File: src/rtl/gpio4_pkg.sv
package gpio4_pkg;
  localparam int unsigned REG_W = 8;
  localparam int unsigned PIN_W = 4;

  typedef enum logic {
    SEL_DIR = 1'b0,
    SEL_DAT = 1'b1
  } reg_sel_e;

  function automatic logic mode_forces_out(input logic [2:0] mode);
    return (mode == 3'd1) || (mode == 3'd3);
  endfunction
endpackage

File: src/rtl/gpio4_sync.sv
module gpio4_sync #(
  parameter int unsigned WIDTH  = 4,
  parameter int unsigned STAGES = 2
) (
  input  logic             clk_i,
  input  logic             rst_ni,
  input  logic [WIDTH-1:0] d_i,
  output logic [WIDTH-1:0] q_o
);
  logic [WIDTH-1:0] stage_q [STAGES];

  generate
    for (genvar s = 0; s < STAGES; s++) begin : g_stage
      always_ff @(posedge clk_i or negedge rst_ni) begin
        if (!rst_ni) begin
          stage_q[s] <= '0;
        end else begin
          if (s == 0) stage_q[s] <= d_i;
          else        stage_q[s] <= stage_q[(s == 0) ? 0 : s-1];
        end
      end
    end
  endgenerate

  assign q_o = stage_q[STAGES-1];
endmodule

File: src/rtl/gpio4_regs.sv
module gpio4_regs #(
  parameter int unsigned PIN_W = 4
) (
  input  logic             clk_i,
  input  logic             rst_ni,
  input  logic             hw_stby_i,
  input  logic             sw_stby_i,
  input  logic             forced_i,
  input  logic             wr_dir_i,
  input  logic             wr_dat_i,
  input  logic [PIN_W-1:0] wdata_i,
  output logic [PIN_W-1:0] dir_q_o,
  output logic [PIN_W-1:0] dat_q_o
);
  logic [PIN_W-1:0] dir_q, dat_q;

  // hardware standby takes priority over any write in the same cycle
  always_ff @(posedge clk_i or negedge rst_ni) begin
    if (!rst_ni) begin
      dir_q <= '0;
      dat_q <= '0;
    end else if (hw_stby_i) begin
      dir_q <= '0;
      dat_q <= '0;
    end else begin
      if (wr_dir_i && !forced_i) dir_q <= wdata_i;
      if (wr_dat_i)              dat_q <= wdata_i;
    end
  end

  assign dir_q_o = dir_q;
  assign dat_q_o = dat_q;

  p_hwstby_clear_r3: assert property (@(posedge clk_i) disable iff (!rst_ni)
    hw_stby_i |=> (dir_q == '0) && (dat_q == '0));

  p_swstby_hold_r4: assert property (@(posedge clk_i) disable iff (!rst_ni)
    (sw_stby_i && !hw_stby_i && !wr_dir_i && !wr_dat_i) |=> $stable(dir_q) && $stable(dat_q));

  p_forced_dir_lock_r7: assert property (@(posedge clk_i) disable iff (!rst_ni)
    (forced_i && !hw_stby_i) |=> $stable(dir_q));
endmodule

File: src/rtl/gpio4_rdmux.sv
module gpio4_rdmux
  import gpio4_pkg::*;
#(
  parameter int unsigned PIN_W = 4,
  parameter int unsigned REG_W = 8
) (
  input  logic             clk_i,
  input  logic             rst_ni,
  input  logic             rd_en_i,
  input  reg_sel_e         sel_i,
  input  logic [PIN_W-1:0] dir_eff_i,
  input  logic [PIN_W-1:0] dat_q_i,
  input  logic [PIN_W-1:0] pin_s_i,
  output logic [REG_W-1:0] rdata_o
);
  localparam int unsigned RSV_W = REG_W - PIN_W;

  logic [PIN_W-1:0] merged;

  always_comb begin
    for (int i = 0; i < PIN_W; i++) begin
      merged[i] = dir_eff_i[i] ? dat_q_i[i] : pin_s_i[i];
    end
  end

  always_comb begin
    rdata_o = '0;
    if (rd_en_i) begin
      if (sel_i == SEL_DIR) rdata_o = '1;
      else                  rdata_o = {{RSV_W{1'b1}}, merged};
    end
  end

  p_rsv_ones_r1: assert property (@(posedge clk_i) disable iff (!rst_ni)
    (rd_en_i && sel_i == SEL_DAT) |-> (rdata_o[REG_W-1:PIN_W] == {RSV_W{1'b1}}));

  p_dir_unreadable_r2: assert property (@(posedge clk_i) disable iff (!rst_ni)
    (rd_en_i && sel_i == SEL_DIR) |-> (rdata_o == {REG_W{1'b1}}));

  p_idle_zero_r9: assert property (@(posedge clk_i) disable iff (!rst_ni)
    !rd_en_i |-> (rdata_o == '0));
endmodule

File: src/rtl/gpio4_port.sv
module gpio4_port
  import gpio4_pkg::*;
#(
  parameter int unsigned SYNC_STAGES = 2
) (
  input  logic             clk_i,
  input  logic             rst_ni,
  input  logic             hw_stby_i,
  input  logic             sw_stby_i,
  input  logic [2:0]       mode_i,
  input  logic             cs_i,
  input  logic             addr_i,
  input  logic             wr_i,
  input  logic             rd_i,
  input  logic [REG_W-1:0] wdata_i,
  output logic [REG_W-1:0] rdata_o,
  input  logic [PIN_W-1:0] pad_in_i,
  output logic [PIN_W-1:0] pad_oe_o,
  output logic [PIN_W-1:0] pad_out_o
);
  logic             forced;
  logic             wr_dir, wr_dat, rd_en;
  logic [PIN_W-1:0] dir_q, dat_q, dir_eff, pin_s;
  reg_sel_e         sel;
  logic             unused_rsv;

  assign forced  = mode_forces_out(mode_i);
  assign sel     = reg_sel_e'(addr_i);
  assign wr_dir  = cs_i && wr_i && (sel == SEL_DIR);
  assign wr_dat  = cs_i && wr_i && (sel == SEL_DAT);
  assign rd_en   = cs_i && rd_i;
  assign dir_eff = forced ? {PIN_W{1'b1}} : dir_q;
  // reserved write bits carry no state
  assign unused_rsv = ^wdata_i[REG_W-1:PIN_W];

  gpio4_sync #(.WIDTH(PIN_W), .STAGES(SYNC_STAGES)) u_sync (
    .clk_i  (clk_i),
    .rst_ni (rst_ni),
    .d_i    (pad_in_i),
    .q_o    (pin_s)
  );

  gpio4_regs #(.PIN_W(PIN_W)) u_regs (
    .clk_i     (clk_i),
    .rst_ni    (rst_ni),
    .hw_stby_i (hw_stby_i),
    .sw_stby_i (sw_stby_i),
    .forced_i  (forced),
    .wr_dir_i  (wr_dir),
    .wr_dat_i  (wr_dat),
    .wdata_i   (wdata_i[PIN_W-1:0]),
    .dir_q_o   (dir_q),
    .dat_q_o   (dat_q)
  );

  gpio4_rdmux #(.PIN_W(PIN_W), .REG_W(REG_W)) u_rdmux (
    .clk_i     (clk_i),
    .rst_ni    (rst_ni),
    .rd_en_i   (rd_en),
    .sel_i     (sel),
    .dir_eff_i (dir_eff),
    .dat_q_i   (dat_q),
    .pin_s_i   (pin_s),
    .rdata_o   (rdata_o)
  );

  assign pad_oe_o  = dir_eff;
  assign pad_out_o = dat_q;

  p_oe_forced_r7: assert property (@(posedge clk_i) disable iff (!rst_ni)
    ((mode_i == 3'd1) || (mode_i == 3'd3)) |-> (pad_oe_o == {PIN_W{1'b1}}));

  p_out_hold_swstby_r4: assert property (@(posedge clk_i) disable iff (!rst_ni)
    (sw_stby_i && !hw_stby_i && !(cs_i && wr_i) && $stable(mode_i)) |=> $stable(pad_out_o));
endmodule

File: config.mk
export PLATFORM = sky130hd
export DESIGN_NAME = gpio4_port
export DESIGN_NICKNAME = d
export VERILOG_FILES = /design/src/rtl/gpio4_pkg.sv /design/src/rtl/gpio4_sync.sv /design/src/rtl/gpio4_regs.sv /design/src/rtl/gpio4_rdmux.sv /design/src/rtl/gpio4_port.sv
export SDC_FILE = /design/constraint.sdc
export NUM_CORES = 1
export LEC_CHECK = 0
export ABC_CLOCK_PERIOD_IN_PS = 1100
export BUFFER_PORTS_ARGS = -buffer_cell sky130_fd_sc_hd__buf_2
export CORE_MARGIN = 4
export CORE_UTILIZATION = 40
export CTS_BUF_LIST = sky130_fd_sc_hd__clkbuf_4 sky130_fd_sc_hd__clkbuf_8
export CTS_CLUSTER_SIZE = 20
export DETAILED_ROUTE_END_ITERATION = 10
export HOLD_SLACK_MARGIN = 0.05
export PLACE_DENSITY = 0.71
export RECOVER_POWER = 50
export SYNTH_ARGS = -nofsm -noshare
export SYNTH_HDL_FRONTEND = slang
export SYNTH_HIERARCHICAL = 1
export SYNTH_SLANG_ARGS = --single-unit
File: constraint.sdc
create_clock -name clk_i -period 1.1 [get_ports clk_i]
set_input_delay 0.055 -clock clk_i [delete_from_list [all_inputs] [get_ports clk_i]]
set_output_delay 0.055 -clock clk_i [all_outputs]
set_load 0.02 [all_outputs]
After elaboration in Yosys (flattened, before gate mapping). Index checks and enable logic that the tools add are counted.

Word-level logic and storage cells: 27. Bits in writable memories: 0. Bits in latches: 0. Output and inout bits: 16. Memory bits (read-only): 0. Register bits: 16. Memories: 0.

Equal/unequal tests: 2. Divide/modulo/power cells: 0. Bitwise operators: 1. Reductions and logical operators: 9. $mul: 0. Multiplexer cells: 11. Order comparisons: 0. Add/subtract/negate cells: 0. Shift operators: 0.

Operators by type and width (number): 2-to-1 mux 4 bit (6); 2-to-1 mux 8 bit (1); logical AND 1 bit (5); 2-to-1 mux 1 bit (4); nonzero test 2 bit (2); == test 3 x 1 -> 1 bit, second input constant (1); == test 3 x 2 -> 1 bit, second input constant (1); logical NOT 1 bit (1); logical OR 1 bit (1); NOT 1 bit (1).

Longest topological paths before layout. Gate-level depths: netlist of run 1.

Word-level depth: 6. Gate-level depth with buffers: 4. Mapped depth without buffers: 4.

By module. The synthesis of run 1 kept the hierarchy.

Modules (own cells, without submodules): gpio4_regs (cells an instance 31, instances 1, area each 386.6 um^2); gpio4_sync (cells an instance 12, instances 1, area each 230.2 um^2); gpio4_rdmux (cells an instance 12, instances 1, area each 100.1 um^2); gpio4_port (cells an instance 10, instances 1, area each 65.1 um^2).

Least setup slack after synthesis of run 1. Ideal clock, no wire load.

Kind: reg-to-output. Start: register u_regs.dir_q[0] (netlist: u_regs/dir_q_o[0]). End: output port rdata_o[0]. Cell stages (with the launch flop): 4. Setup slack: -0.092 ns. Data arrival time: 1.137 ns. Data required time: 1.045 ns. Cell sequence: dfrtp_1 > nand2b_1 > mux2i_1 > a21boi_1.

Longest elaborated chain between the ends: 4.

RTL lines: start, declared (line gpio4_regs.sv:15) `logic [PIN_W-1:0] dir_q, dat_q;`; start signal, assigned (line gpio4_regs.sv:26) `if (wr_dir_i && !forced_i) dir_q <= wdata_i;`; 2-to-1 mux 4 bit (line gpio4_port.sv:32) `assign dir_eff = forced ? {PIN_W{1'b1}} : dir_q;`; named net pad_oe_o[0] (line gpio4_port.sv:18) `output logic [PIN_W-1:0] pad_oe_o,`; 2-to-1 mux 1 bit (line gpio4_rdmux.sv:22) `merged[i] = dir_eff_i[i] ? dat_q_i[i] : pin_s_i[i];`; 2-to-1 mux 4 bit (line gpio4_rdmux.sv:29) `if (sel_i == SEL_DIR) rdata_o = '1;`; 2-to-1 mux 8 bit (line gpio4_rdmux.sv:28) `if (rd_en_i) begin`; end, declared (line gpio4_port.sv:16) `output logic [REG_W-1:0] rdata_o,`.

The timed path passes the listed nets, and every way through them passes these cells.

Worst setup path in the final report of run 1.
Start: register u_regs.dir_q[2] (netlist: u_regs/dir_q_o[2]). End: output port rdata_o[2].

Longest elaborated chain between the ends: 4.

RTL lines (line): 2-to-1 mux 4 bit (gpio4_port.sv:32); 2-to-1 mux 1 bit (gpio4_rdmux.sv:22); 2-to-1 mux 4 bit (gpio4_rdmux.sv:29); 2-to-1 mux 8 bit (gpio4_rdmux.sv:28).

No other way between the ends.

==> out/summary.txt, run 1 <==
Outcome: complete, but fails checks
Violated checks: negative setup slack
Cells after Synth: 65
Register-to-Register Path Depth: 3
Min Clock Period, post-route: 1.287 ns
Layout Skew: 0.0001150 ns
X dimension of the die: 52.22 um
Unique cell type count in the Yosys netlist: 17
Number of endpoints with negative hold slack in the final report: 0
Worst hold path type: in -> reg
Ratio of cells with drive above 1 in the final layout: 54.46%
Global placement routability congestion: 0.6748
Number of synthesis warnings: 6
Capture point of the worst reg-to-reg path: u_regs/dir_q_o[2]
Number of flip-flops and latches in the synthesized netlist: 16
Kind of end point of the critical path: primary output
Cell with the largest stage delay on the worst path: sky130_fd_sc_hd__dfrtp_1
Number of cells traversed by the worst hold path: 3
Half-perimeter wire length after detailed placement: 1.136 mm
Die area: 2726 um^2
Leading cell types by total area after synthesis: sky130_fd_sc_hd__dfrtp_1 (51%), sky130_fd_sc_hd__mux2i_1 (10%), sky130_fd_sc_hd__buf_4 (7.7%)
Post-Route Utilization: 62.04%
Longest individual stage delay on the worst path: 0.38 ns
Origin of the critical flop-to-flop path: u_regs/dir_q_o[2]
Worst Tran Pin Value: 0.8085 ns
Most common library cells after synthesis: sky130_fd_sc_hd__dfrtp_1 (16), sky130_fd_sc_hd__buf_4 (8), sky130_fd_sc_hd__mux2i_1 (8), sky130_fd_sc_hd__nand2b_1 (7), sky130_fd_sc_hd__nor2_1 (5)
Std-Cell Core Area: 1783 um^2
Initial drt markers: 4
Die height: 52.22 um
Count of buffers from port buffering: 32
Synthesis-to-finish area growth: 41.44%
Seq/Total Area, Yosys: 51.20%
Wire length of the first global-routing pass: 2.718 mm
Final critical-path share of the clock period: 117.0%
Worst-path cell chain: nand2b_4 -> mux2i_2 -> a21boi_2 -> buf_6
Startpoint kind of the worst setup timing path: register
Achievable Freq: 777.0 MHz
Via count of the first global-routing pass: 593
Area share of the leading cell type in the synthesized netlist: 51.20%
Start point of the worst min-delay path: wdata_i[2]
Count leader, synth: sky130_fd_sc_hd__dfrtp_1
DR vias/cell: 4.659
Routed vias: 587
Diode insertion count for antenna repair: 0
Async set or reset register ratio after synthesis: 100.0%
Post-synthesis instance area: 782.0 um^2
Number of setup violations in the final report: 4
Critical path type: reg -> out
Pin count of the biggest net entering global routing: 17
Leakage Power: 0.0005433 uW
I/O pin total: 39
Summed negative setup slack over all endpoints: -0.7052 ns
Starting density of the core: 43.86%
ANT nets after route: 0
Worst endpoint required time: 1.04 ns
Reg2Reg Setup Slack: 0.36 ns
Total GRT Usage: 13.98%
Combined area of the multi-input logic cells: 359.1 um^2
FF/Latch Area: 400.4 um^2
Most used DFF post-synth: sky130_fd_sc_hd__dfrtp_1
Max_cap viols: 0
Cell Count, Final, Fillers Out: 126
Hold slack final: 0.05148 ns
Worst ir drop on vdd: 0.5647 mV
Number of H-tree levels: 1
Worst slew margin relative to its limit: 46.10%
Yosys top cell by area: sky130_fd_sc_hd__dfrtp_1
Routed wire length: 1.591 mm
Fillcell total: 148
Least setup slack across all paths after layout: -0.1870 ns
CTS tree: done
Number of nets in the finished design: 126
Clk sinks: 16
Clock latency reported for the late side of the worst-skew pair: 0.28 ns
Number of remaining DRC errors: 0
Pwr Density: 1061 nW/um^2
Clock Root Buffer: sky130_fd_sc_hd__clkbuf_4
Residual overflow from global routing: 0
Clock transition at path regs: 0.08 ns
Detailed-route wire length per cell: 12.63 um
Count of flip-flops with a built-in enable after synthesis: 0
CP max FO: 2
Cts bufs inserted: 3
Placement row count: 15
Syn nets: 88
Number of iterations in the first detailed-routing pass: 4
Max Buffers Root-to-Sink: 2
Max-slew violation total from the final report: 0
Unrepaired setup endpoints after global routing: true
Initial antenna violation count: 0
Hold Path Sink: u_regs/dat_q_o[2]
DP Cell Count: 113
Arrival time reported for the critical path endpoint: 1.23 ns
Syn avg cell area: 12.03 um^2
[power by group]
part	switching, uW	total, uW	internal (uW)
logic	129	260	131
clock network	163	290	127
registers	11.5	623	611
total	304	1170	870
[state kept, by name, indices dropped and copies added (netlist names)]
| name | count |
|---|---|
| u_regs/dat_q_o | 4 |
| u_regs/dir_q_o | 4 |
| u_sync/q_o | 4 |
| u_sync/stage_q | 4 |
[cell type report]
class,instances,share of cell area [%]
flip-flops and latches,16,36.20
multi-input cells,38,32.47
repair buffers,43,26.13
well taps,25,2.828
clock buffers,3,2.036
inverters,1,0.3394
[placed cells by master (no fill, tap or decap), drive strengths merged, types with 4 or more instances in the layout]
master	n
buf	34
dfrtp	16
nand2b	9
dlygate4sd3	8
mux2i	8
nor2	5
a21boi	4
nand4bb	4
o21ai	4
clkbuf	4
[per-layer routing]
metal	wire length (um)	global-route usage, %
met1	696	18.13
met2	729	20.08
met3	133	3.419
met4	32	10.21
met5	0	0
[logic make-up (layout without fill, tap and decap cells)]
kind of cell / Yosys count / after routing / synth area share [%]
DFF: 16 / 16 / 51.20
and+or+nand+nor: 22 / 22 / 20.00
buffers and inverters: 11 / 47 / 10.24
muxes: 8 / 8 / 10.24
AOI/OAI and AO/OA: 8 / 8 / 8.320
[repair_timing]
action / 4_1_cts / 5_1_grt
pin swaps: 4 / 0
hold buffers: 8 / 0
endpoints found under the hold margin: 23 / 0
resized for setup: 16 / 2
buffers inserted: 1 / 2
gates cloned: 0 / 0
endpoints found under the setup margin: 4 / 5
[how the worst max path moves through the flow]
stage / start / end / cells past startpoint
after CTS: u_regs/dir_q_o[3] / rdata_o[3] / 4
final: u_regs/dir_q_o[2] / rdata_o[2] / 4
after detailed placement: u_regs/dir_q_o[3] / rdata_o[3] / 4
after global routing: u_regs/dir_q_o[3] / rdata_o[3] / 4
after global placement: u_regs/dir_q_o[3] / rdata_o[3] / 4
after floorplan: u_regs/dir_q_o[0] / rdata_o[0] / 3
[through the flow]
| step | power [uW] | worst slack [ns] | cell area (um^2) |
|---|---|---|---|
| final | 1173 | -0.1870 | 1106 |
| after global routing | 1241 | -0.2702 | 1106 |
| after CTS | 1187 | -0.2042 | 1096 |
| after detailed placement | 836.8 | 0.03606 | 919.6 |
| after global placement | 833.3 | 0.03984 | 919.6 |
| after floorplan | 770.5 | 0.004083 | 797.0 |
[critical path, delay by kind of cell, from the launching register on]
family	cells	cell delay, ns
compound gates	1	0.13
buf+inv	1	0.13
flops	1	0.38
mux	1	0.16
simple gates	1	0.15
Note: power is estimated with default switching activity, not from simulation.
==> run 2: changes to the inputs <==
--- a/config.mk
+++ b/config.mk
@@ -7,7 +7,6 @@
 export LEC_CHECK = 0
 export ABC_CLOCK_PERIOD_IN_PS = 1100
 export BUFFER_PORTS_ARGS = -buffer_cell sky130_fd_sc_hd__buf_2
-export CORE_MARGIN = 4
 export CORE_UTILIZATION = 40
 export CTS_BUF_LIST = sky130_fd_sc_hd__clkbuf_4 sky130_fd_sc_hd__clkbuf_8
 export CTS_CLUSTER_SIZE = 20
==> out/summary.txt, run 2 (same netlist as run 1, synthesis figures left out) <==
Outcome: complete, but fails checks
Violated checks: negative setup slack
Number of H-tree levels: 1 (unchanged)
Least setup slack across all paths after layout: -0.2103 ns (-0.02330 ns)
Number of remaining DRC errors: 0 (unchanged)
Cts bufs inserted: 3 (unchanged)
Synthesis-to-finish area growth: 41.76%
Placed cell areas: 919.6 um^2 (unchanged)
Number of setup violations in the final report: 4 (unchanged)
Final design instance area without fill: 1109 um^2 (+0.23%)
Layout Skew: 0.0001288 ns (+0.00001377 ns)
Max_cap viols: 0 (unchanged)
Unrepaired setup endpoints after global routing: true
DP Cell Count: 113 (unchanged)
Initial antenna violation count: 0 (unchanged)
Pwr Density: 1051 nW/um^2 (-0.93%)
Number of iterations in the first detailed-routing pass: 4 (unchanged)
Std-Cell Core Area: 1783 um^2 (unchanged)
Placement row count: 15 (unchanged)
Pin count of the biggest net entering global routing: 17 (unchanged)
Startpoint kind of the worst setup timing path: register
Worst slew margin relative to its limit: 45.59% (-0.51 points)
Start point of the worst min-delay path: wr_i
Max-slew violation total from the final report: 0 (unchanged)
Wire length of the first global-routing pass: 2.394 mm (-12%)
CTS tree: done
Reg2Reg Setup Slack: 0.36 ns (about the same)
Half-perimeter wire length after detailed placement: 1.060 mm (-6.7%)
DR vias/cell: 4.547 (-2.4%)
Number of nets in the finished design: 128 (+1.6%)
Residual overflow from global routing: 0 (unchanged)
Worst Tran Pin Value: 0.8162 ns (+0.007639 ns)
Clock transition at path regs: 0.08 ns (about the same)
Count of buffers from port buffering: 32 (unchanged)
ANT nets after route: 0 (unchanged)
Achievable Freq: 763.2 MHz (-1.8%)
Routed wire length: 1.557 mm (-2.1%)
Worst ir drop on vdd: 0.5464 mV (-3.2%)
X dimension of the die: 46.22 um (-11%)
Number of cells traversed by the worst hold path: 5 (+2)
Min Clock Period, post-route: 1.310 ns (+0.02330 ns)
Capture point of the worst reg-to-reg path: u_regs/dir_q_o[0]
Worst endpoint required time: 1.04 ns (about the same)
Arrival time reported for the critical path endpoint: 1.26 ns (+0.03 ns)
Kind of end point of the critical path: primary output
Register-to-Register Path Depth: 3 (unchanged)
Clock latency reported for the late side of the worst-skew pair: 0.28 ns (about the same)
Cell Count, Final, Fillers Out: 128 (+1.6%)
Routed vias: 582 (-0.85%)
Ratio of cells with drive above 1 in the final layout: 51.46% (-3.0 points)
Global placement routability congestion: 0.7514 (+11%)
Hold Path Sink: u_regs/dir_q_o[0]
Via count of the first global-routing pass: 560 (-5.6%)
Final critical-path share of the clock period: 119.1% (+2.1 points)
Total GRT Usage: 17.22% (+3.2 points)
CP max FO: 2 (unchanged)
Origin of the critical flop-to-flop path: u_regs/dir_q_o[0]
Worst hold path type: in -> reg
I/O pin total: 39 (unchanged)
Die height: 46.22 um (-11%)
Max Buffers Root-to-Sink: 2 (unchanged)
Clock Root Buffer: sky130_fd_sc_hd__clkbuf_4
Starting density of the core: 43.86% (unchanged)
Commonest cells after routing, fill and taps aside: sky130_fd_sc_hd__buf_2 (27), sky130_fd_sc_hd__dfrtp_1 (16), sky130_fd_sc_hd__dlygate4sd3_1 (10)
Number of endpoints with negative hold slack in the final report: 0 (unchanged)
Clk sinks: 16 (unchanged)
Hold slack final: 0.2106 ns (+0.1591 ns)
Initial drt markers: 6 (+2)
Die area: 2136 um^2 (-22%)
Power Total: 1165 uW (-0.71%)
Leakage Power: 0.0005482 uW (+0.90%)
Detailed-route wire length per cell: 12.16 um (-3.7%)
Critical path type: reg -> out
Diode insertion count for antenna repair: 0 (unchanged)
Most frequent standard cell in the layout excluding fill and tap cells: sky130_fd_sc_hd__buf_2
## run 2: changes by cell type in the layout (fill, tap and decap cells not counted), sizes merged
| cell | change |
|---|---|
| dlygate4sd3 | +2 |
## run 2: how the worst max path moves through the flow
stage	startpoint	endpoint	slack [ns]	cells past startpoint
final	u_regs/dir_q_o[3]	rdata_o[3]	-0.21	4
after global routing	u_regs/dir_q_o[1]	rdata_o[1]	-0.27	4
after CTS	u_regs/dir_q_o[1]	rdata_o[1]	-0.23	4
after detailed placement	u_regs/dir_q_o[3]	rdata_o[3]	0.02	4
after global placement	u_regs/dir_q_o[3]	rdata_o[3]	0.04	4
after floorplan	u_regs/dir_q_o[0]	rdata_o[0]	0.004	3
## run 2: layout make-up
cell class                      count  area [um^2]
Tap cell                           25        31.28
Multi-Input combinational cell     38        347.8
Clock buffer                        3        22.52
Sequential cell                    16        400.4
Timing Repair Buffer               45        302.8
Inverter                            1        3.754
Fill cell                         152        674.4
## run 2: worst max-delay path: stages, from the launching register on
cell                       delay, ns
sky130_fd_sc_hd__dfrtp_1        0.39
sky130_fd_sc_hd__nand2b_4       0.15
sky130_fd_sc_hd__mux2i_2        0.16
sky130_fd_sc_hd__a21boi_2       0.14
sky130_fd_sc_hd__buf_6          0.13
## run 2: layer usage
layer  global-route usage [%]  share of wire, %
met5                        0                 0
met4                    10.59              0.90
met3                    3.529               4.2
met2                    28.45                47
met1                    20.36                48
## run 2: stage by stage
step	setup TNS (ns)	util [%]	setup slack (ns)
floorplan	0	-	0.004083
global placement	0	51.58	0.04365
detailed placement	0	51.58	0.02007
CTS	-0.8534	61.40	-0.2280
global route	-1.034	62.18	-0.2672
finish	-0.7657	62.18	-0.2103
## run 2: timing repair
action,CTS,global route
setup buffers,1,1
resized for setup,11,2
hold buffers,10,0
hold endpoints to repair,24,0
endpoints found under the setup margin,4,5
pin swaps,4,0
## run 2: power breakdown
group	internal [uW]	switching (uW)
registers	611	11.4
logic	127	129
clock network	127	160
